==> config.mk <==
export PLATFORM = sky130hd
export DESIGN_NAME = rx_jabber_guard
export DESIGN_NICKNAME = d
export VERILOG_FILES = /design/src/rtl/jab_pkg.sv /design/src/rtl/jab_byte_cnt.sv /design/src/rtl/jab_rel_timer.sv /design/src/rtl/rx_jabber_guard.sv
export SDC_FILE = /design/constraint.sdc
export NUM_CORES = 1
export LEC_CHECK = 0
export BUFFER_PORTS_ARGS = -buffer_cell sky130_fd_sc_hd__clkbuf_2
export CAP_MARGIN = 20
export CORE_MARGIN = 4
export CORE_UTILIZATION = 38
export DETAILED_ROUTE_END_ITERATION = 7
export PLACE_DENSITY = 0.51
export SYNTH_ARGS = -nofsm -noshare
export SYNTH_HDL_FRONTEND = slang
export SYNTH_SLANG_ARGS = --single-unit
export TNS_END_PERCENT = 5
==> constraint.sdc <==
create_clock -name clk -period 4.82 [get_ports clk]
set_clock_uncertainty 0.1 [all_clocks]
set_input_delay 0.964 -clock clk [delete_from_list [all_inputs] [get_ports clk]]
set_output_delay 0.964 -clock clk [all_outputs]
set_load 0.005 [all_outputs]
==> src/rtl/jab_pkg.sv <==
package jab_pkg;
    typedef enum logic [1:0] {
        ST_IDLE  = 2'd0,
        ST_RECV  = 2'd1,
        ST_TRIP  = 2'd2,
        ST_DRAIN = 2'd3
    } jab_state_e;
endpackage

==> src/rtl/jab_byte_cnt.sv <==
// Per-frame byte counter, saturating at the limit.
module jab_byte_cnt #(
    parameter int LIMIT = 2560
) (
    input  logic clk,
    input  logic rst_n,
    input  logic clr,
    input  logic inc,
    output logic at_limit
);
    localparam int W = $clog2(LIMIT + 1);
    localparam logic [W-1:0] LIM_V = W'(LIMIT);

    logic [W-1:0] cnt;

    always_ff @(posedge clk or negedge rst_n) begin
        if (!rst_n)                    cnt <= '0;
        else if (clr)                  cnt <= '0;
        else if (inc && cnt != LIM_V)  cnt <= cnt + 1'b1;
    end

    assign at_limit = (cnt == LIM_V);
endmodule

==> src/rtl/jab_rel_timer.sv <==
// Counts bit ticks after carrier loss; done pulses on the final tick.
module jab_rel_timer #(
    parameter int SHORT_TICKS = 24,
    parameter int LONG_TICKS  = 48
) (
    input  logic clk,
    input  logic rst_n,
    input  logic clr,
    input  logic tick,
    input  logic sel_long,
    output logic done
);
    localparam int MAXT = (LONG_TICKS > SHORT_TICKS) ? LONG_TICKS : SHORT_TICKS;
    localparam int W    = $clog2(MAXT + 1);
    localparam logic [W-1:0] SHORT_LAST = W'(SHORT_TICKS - 1);
    localparam logic [W-1:0] LONG_LAST  = W'(LONG_TICKS - 1);

    logic [W-1:0] cnt;
    logic [W-1:0] last;

    assign last = sel_long ? LONG_LAST : SHORT_LAST;

    always_ff @(posedge clk or negedge rst_n) begin
        if (!rst_n)     cnt <= '0;
        else if (clr)   cnt <= '0;
        else if (tick)  cnt <= cnt + 1'b1;
    end

    assign done = !clr && tick && (cnt == last);
endmodule

==> src/rtl/rx_jabber_guard.sv <==
module rx_jabber_guard #(
    parameter int LIMIT_BYTES = 2560,
    parameter int REL_SHORT   = 24,
    parameter int REL_LONG    = 48
) (
    input  logic clk,
    input  logic rst_n,
    input  logic crs_i,
    input  logic byte_stb_i,
    input  logic bit_tick_i,
    input  logic rel_long_i,
    input  logic wd_off_i,
    input  logic trip_clr_i,
    output logic wd_expired_o,
    output logic rx_enable_o,
    output logic trip_seen_o
);
    import jab_pkg::*;

    jab_state_e state, nxt;
    logic at_limit, rel_done, trip_evt;

    jab_byte_cnt #(.LIMIT(LIMIT_BYTES)) u_cnt (
        .clk      (clk),
        .rst_n    (rst_n),
        .clr      (state == ST_IDLE),
        .inc      (byte_stb_i && state == ST_RECV),
        .at_limit (at_limit)
    );

    jab_rel_timer #(.SHORT_TICKS(REL_SHORT), .LONG_TICKS(REL_LONG)) u_tmr (
        .clk      (clk),
        .rst_n    (rst_n),
        .clr      (state != ST_DRAIN),
        .tick     (bit_tick_i),
        .sel_long (rel_long_i),
        .done     (rel_done)
    );

    // Next-state decode
    always_comb begin
        nxt = state;
        unique case (state)
            ST_IDLE:  if (crs_i) nxt = ST_RECV;
            ST_RECV: begin
                if (!crs_i)                                   nxt = ST_IDLE;
                else if (byte_stb_i && at_limit && !wd_off_i) nxt = ST_TRIP;
            end
            ST_TRIP: begin
                if (wd_off_i)    nxt = ST_IDLE;
                else if (!crs_i) nxt = ST_DRAIN;
            end
            ST_DRAIN: begin
                if (wd_off_i)      nxt = ST_IDLE;
                else if (crs_i)    nxt = ST_TRIP;
                else if (rel_done) nxt = ST_IDLE;
            end
        endcase
    end

    // State register
    always_ff @(posedge clk or negedge rst_n) begin
        if (!rst_n) state <= ST_IDLE;
        else        state <= nxt;
    end

    // Outputs
    always_comb begin
        wd_expired_o = 1'b0;
        rx_enable_o  = 1'b1;
        unique case (state)
            ST_IDLE, ST_RECV: begin
                wd_expired_o = 1'b0;
                rx_enable_o  = 1'b1;
            end
            ST_TRIP, ST_DRAIN: begin
                wd_expired_o = 1'b1;
                rx_enable_o  = 1'b0;
            end
        endcase
    end

    // Sticky expiry flag; a new trip beats a clear
    assign trip_evt = (state == ST_RECV) && (nxt == ST_TRIP);

    always_ff @(posedge clk or negedge rst_n) begin
        if (!rst_n)          trip_seen_o <= 1'b0;
        else if (trip_evt)   trip_seen_o <= 1'b1;
        else if (trip_clr_i) trip_seen_o <= 1'b0;
    end
endmodule

# Word-level counts from Yosys, hierarchy flattened
# Cells that the tools add are included.
[totals] reg_bits=21 input_bits=8
[classes] add_sub_neg=2 eq_ne=8 mux=18 reduce_logical=15
[op_table] operator="$mux W12" count=2
[op_table] operator="$mux W6" count=3
[op_table] operator="$mux W2" count=8
[op_table] operator="$add A12 B1 Y12 const B" count=1
[op_table] operator="$eq A12 B12 Y1 const B" count=1
[op_table] operator="$ne A12 B12 Y1 const B" count=1
[op_table] operator="$pmux W2 S4" count=1
[op_table] operator="$logic_and A1 B1 Y1" count=7
[op_table] operator="$add A6 B1 Y6 const B" count=1
[op_table] operator="$eq A2 B2 Y1 const B" count=3
[op_table] operator="$eq A6 B6 Y1" count=1
[op_table] operator="$reduce_bool A2 Y1" count=3
[op_table] operator="$pmux W1 S2" count=2
[op_table] operator="$reduce_or A2 Y1" count=2
[op_table] operator="$eq A2 B1 Y1 const B" count=1
[op_table] operator="$logic_not A1 Y1" count=2
[op_table] operator="$logic_not A2 Y1" count=1
[op_table] operator="$mux W1" count=2
[op_table] operator="$ne A2 B2 Y1 const B" count=1

# Depth between registers and ports, before layout
[logic_depth] word_depth=11 ltp_mapped=6 depth_no_buf=6

# By module
# A second synthesis with hierarchy kept.
[hier_totals] cells_unflattened=120 hier_area_um2=1189.9
[modules_own_cells] module="jab_byte_cnt" instances=1 cells_per_inst=75 area_per_inst_um2=711.9 seq_area_each_um2=300.3
[modules_own_cells] module="jab_rel_timer" instances=1 cells_per_inst=28 area_per_inst_um2=299.0 seq_area_each_um2=150.1
[modules_own_cells] module="rx_jabber_guard" instances=1 cells_per_inst=17 area_per_inst_um2=178.9 seq_area_each_um2=75.1

# Worst setup path after synthesis
# Ideal clock, no wire load.
[synth_timing] path_type="input to register" start="in byte_stb_i" end="reg u_cnt.cnt[11]" setup_time_ns=0.120 t_arrival_ns=1.699 slack_ns=2.900 stages=5 n_path_buf=1 cell_sequence="and4b_1 -> buf_4 -> and3_4 -> a31oi_1 -> a41o_1"
[synth_via] elab_chain_len=3
[synth_rtl] item="start: declaration" line_no="rx_jabber_guard.sv:9" source="input logic byte_stb_i,"
[synth_rtl] item="$logic_and A1 B1 Y1" line_no="rx_jabber_guard.sv:27" source=".inc (byte_stb_i && state == ST_RECV),"
[synth_rtl] item="$logic_and A1 B1 Y1" line_no="jab_byte_cnt.sv:19" source="else if (inc && cnt != LIM_V) cnt <= cnt + 1'b1;"
[synth_rtl] item="$reduce_bool A2 Y1 (no source line)"
[synth_rtl] item="end signal: assignment" line_no="jab_byte_cnt.sv:19"
[synth_rtl] item="end: declaration" line_no="jab_byte_cnt.sv:14" source="logic [W-1:0] cnt;"
# No other way between the ends.
# A chain may end at the register's enable or synchronous reset.

# Final worst setup path
[layout_timing] start="reg state[1]" end="out rx_enable_o"
[layout_via] elab_chain_len=3 word_cells_on_any_way=7
[layout_rtl] item="start: declaration" line_no="rx_jabber_guard.sv:20" source="jab_state_e state, nxt;"
[layout_rtl] item="start signal: assignment" line_no="rx_jabber_guard.sv:64" source="else state <= nxt;"
[layout_rtl] item="$eq A2 B2 Y1, or another cell as far along" line_no="rx_jabber_guard.sv:71" source="unique case (state)"
[layout_rtl] item="$reduce_or A2 Y1" line_no="rx_jabber_guard.sv:71"
[layout_rtl] item="$pmux W1 S2 (*)" line_no="rx_jabber_guard.sv:71"
[layout_rtl] item="end: declaration" line_no="rx_jabber_guard.sv:15" source="output logic rx_enable_o,"
# Every way passes the cells marked *; elsewhere a longest branch is shown, timed or not.

==> impl_metrics.env <==
export IMPL_yosys_warnings=0
export IMPL_syn_nets=129
export IMPL_dpl_hpwl_um=1690
export IMPL_cts_buffer_depth=2
export IMPL_cts_resized=0
export IMPL_pwr_share_seq=0.631
export IMPL_cts_hold_buf=0
export IMPL_start_kind="flip-flop"
export IMPL_fmax_mhz=443
export IMPL_clk_latency_ps=310
export IMPL_switching_power_uw=70.2
export IMPL_worstPathCellList="inv_1 > clkbuf_2"
export IMPL_antenna_found_initial=0
export IMPL_dr_first_iter_drc_count=34
export IMPL_max_stage_delay_ps=580
export IMPL_vias=885
export IMPL_htreeDepth=1
export IMPL_synth_area_um2=1160
export IMPL_pre_cts_ws_ps=2660
export IMPL_critPathRequiredTime_ps=3760
export IMPL_slowest_stage="dfrtp_1"
export IMPL_synthCells=118
export IMPL_ys_ff_latch=21
export IMPL_max_slew_margin=0.640
export IMPL_die_h_um=63.2
export IMPL_grt_max_degree=22
export IMPL_grt_pass1_vias=896
export IMPL_grt_overflow_total=0
export IMPL_timing_setup_tns_ps=0
export IMPL_row_count=19
export IMPL_drive_gt1_frac=0.142
export IMPL_p_comb_frac=0.062
export IMPL_critPathMaxFanout=11
export IMPL_ant_nets=0
export IMPL_drt_total_wl_um=2310
export IMPL_gr_usage_all_layers=0.130
export IMPL_synth_cell_types=37
export IMPL_grt_pass1_wl_um=4180
export IMPL_cts_setup_buffers=0
export IMPL_status="complete, no violations"
export IMPL_power_density_nw_per_um2=230
export IMPL_crit_type="reg -> out"
export IMPL_p_clk_frac=0.307
export IMPL_area_delta_synth_final_pct=7.67
export IMPL_synth_area_per_cell_um2=9.82
export IMPL_min_period_ps=2260
export IMPL_clock_sinks=21
export IMPL_fin_crit_sh=0.469
export IMPL_ys_seq_area_frac=0.454
export IMPL_vias_per_cell=5.60
export IMPL_placeableCoreArea_um2=2830
export IMPL_maxCapViolations=0
export IMPL_finalSetupViolCount=0
export IMPL_die_x_um=63.2
export IMPL_tightestPinTransition_ps=539
export IMPL_io_buffer_count=10
export IMPL_dp_cells=154
export IMPL_cts_tree="done"
export IMPL_slew_violations=0
export IMPL_ir_worst_vdd_uv=130
export IMPL_die_area_um2=4000
export IMPL_wl_per_cell_um=14.6
export IMPL_clk_pin_slew_ps=120
export IMPL_cp_end_kind="output pin"
export IMPL_numCtsBuffers=3
export IMPL_initial_core_util=0.410
export IMPL_power_leakage_uw=0.000557
export IMPL_num_antenna_cells=0
export IMPL_drt_first_pass_iters=4
export IMPL_drcViolationCount=0
export IMPL_clk_root_buffer_cell="clkbuf_4"
export IMPL_rsz0062_at_grt="false"
export IMPL_stdcell_count=158
export IMPL_worst_slack_ps=2560
export IMPL_layout_nets=139
export IMPL_switching_share=0.245
export IMPL_worstPathArrival_ps=1200
export IMPL_io_pins=11
export IMPL_min_path_type="reg -> reg"
export IMPL_internal_power_uw=217
export IMPL_r2r_setup_slack_ps=3100
export IMPL_routabilityCongestion=0.772
export IMPL_hold_viol=0
-- Yosys cell counts --
master | n | share of area
dfrtp_1 | 21 | 0.45
buf_4 | 1 | 0.0065
nor4b_4 | 1 | 0.021
inv_1 | 5 | 0.016
or3_1 | 1 | 0.0054
and3_4 | 1 | 0.0097
nand3_1 | 8 | 0.035
o22ai_1 | 1 | 0.0054
o21ai_0 | 4 | 0.017
and4b_1 | 1 | 0.0086
nor4b_1 | 1 | 0.0076
a21oi_1 | 2 | 0.0086
nor2b_1 | 1 | 0.0054
buf_2 | 3 | 0.013
o31ai_1 | 1 | 0.0065
o311ai_2 | 1 | 0.014
nand2_1 | 9 | 0.029
and3_1 | 2 | 0.011
a31oi_1 | 2 | 0.011
and2_1 | 1 | 0.0054
nand2b_1 | 1 | 0.0054
o32ai_1 | 2 | 0.015
and4bb_2 | 1 | 0.011
nand4b_1 | 1 | 0.0076
and4_1 | 2 | 0.015
nor3_1 | 2 | 0.0086
a41o_1 | 1 | 0.0086
nor4_1 | 1 | 0.0054
xnor2_1 | 1 | 0.0076
mux2i_1 | 2 | 0.017
nor2_1 | 14 | 0.045
xor2_1 | 10 | 0.076
clkbuf_1 | 1 | 0.0032
ha_1 | 3 | 0.032
a31o_2 | 1 | 0.0076
nand4_1 | 7 | 0.038
and3b_1 | 1 | 0.0076
-- routing by layer --
layer	vias up	GRT usage	routed length, um
met4	0	0.0323	19
met2	16	0.199	1070
met1	423	0.180	1130
met5	-	0	0
met3	2	0.0373	87
li1	444	-	-
-- final timing paths --
check                           cells after the start                     start                  endpoint
worst min register to register                      2   trip_seen_o$_DFFE_PN0P_   trip_seen_o$_DFFE_PN0P_
worst max register to register                      6  u_cnt.cnt[0]$_DFFE_PN0P_        state[0]$_DFF_PN0_
min in group asynchronous                           1                     rst_n  u_cnt.cnt[0]$_DFFE_PN0P_
worst max-delay path                                2        state[1]$_DFF_PN0_               rx_enable_o
max in group asynchronous                           1                     rst_n  u_cnt.cnt[9]$_DFFE_PN0P_
worst min-delay path                                2   trip_seen_o$_DFFE_PN0P_   trip_seen_o$_DFFE_PN0P_
-- kinds of logic (layout without fill, tap and decap cells) --
logic type | Yosys count | count (layout) | share of synthesized area
fa+ha+maj | 3 | 3 | 0.0324
simple gates | 56 | 56 | 0.281
buf+inv | 10 | 19 | 0.0389
compound gates | 15 | 15 | 0.0940
xor+xnor | 11 | 11 | 0.0832
flops | 21 | 21 | 0.454
mux | 2 | 2 | 0.0173
-- through the flow --
step / util / cell area, um2 / total power (uW) / hold WS, ps
CTS: 0.441 / 1250 / 290 / 434
detailed placement: 0.432 / 1220 / 203 / 413
floorplan: - / 1160 / 192 / 408
global route: 0.441 / 1250 / 300 / 476
global placement: 0.432 / 1220 / 202 / 409
finish: 0.441 / 1250 / 287 / 428
-- final cells by class --
cell class              instances  area (um2)
clock buffers                   4        26.3
fillers                       262        1580
inverters                       5        18.8
multi-input cells              87         588
flip-flops and latches         21         526
well taps                      31        38.8
repair buffers                 10        50.0
-- power groups by stage --
stage / Combinational (uW) / Clock [uW] / Sequential [uW]
after floorplan: 9.76 / 0 / 183
after global placement: 18.1 / 0 / 184
after detailed placement: 18.7 / 0 / 184
after CTS: 18.8 / 90.6 / 181
after global routing: 21.2 / 97.3 / 181
final: 17.9 / 88.0 / 181
-- placed cells by master (no fill, tap or decap), drive strengths merged, types with 3 or more instances in the layout --
cell type / n
xor2: 10
nand3: 8
inv: 5
ha: 3
and3: 3
nand4: 7
nand2: 9
o21ai: 4
clkbuf: 14
dfrtp: 21
nor2: 14
-- registers in the layout, summed over array words and instances, names as in the netlist --
register,count
u_cnt.cnt,12
trip_seen_o,1
u_tmr.cnt,6
state,2
-- critical path, delay by kind of cell, from the launching register on --
kind     cells  cell delay, ps
flops        1             580
buf+inv      2             300
(Power assumes the default switching activity.)
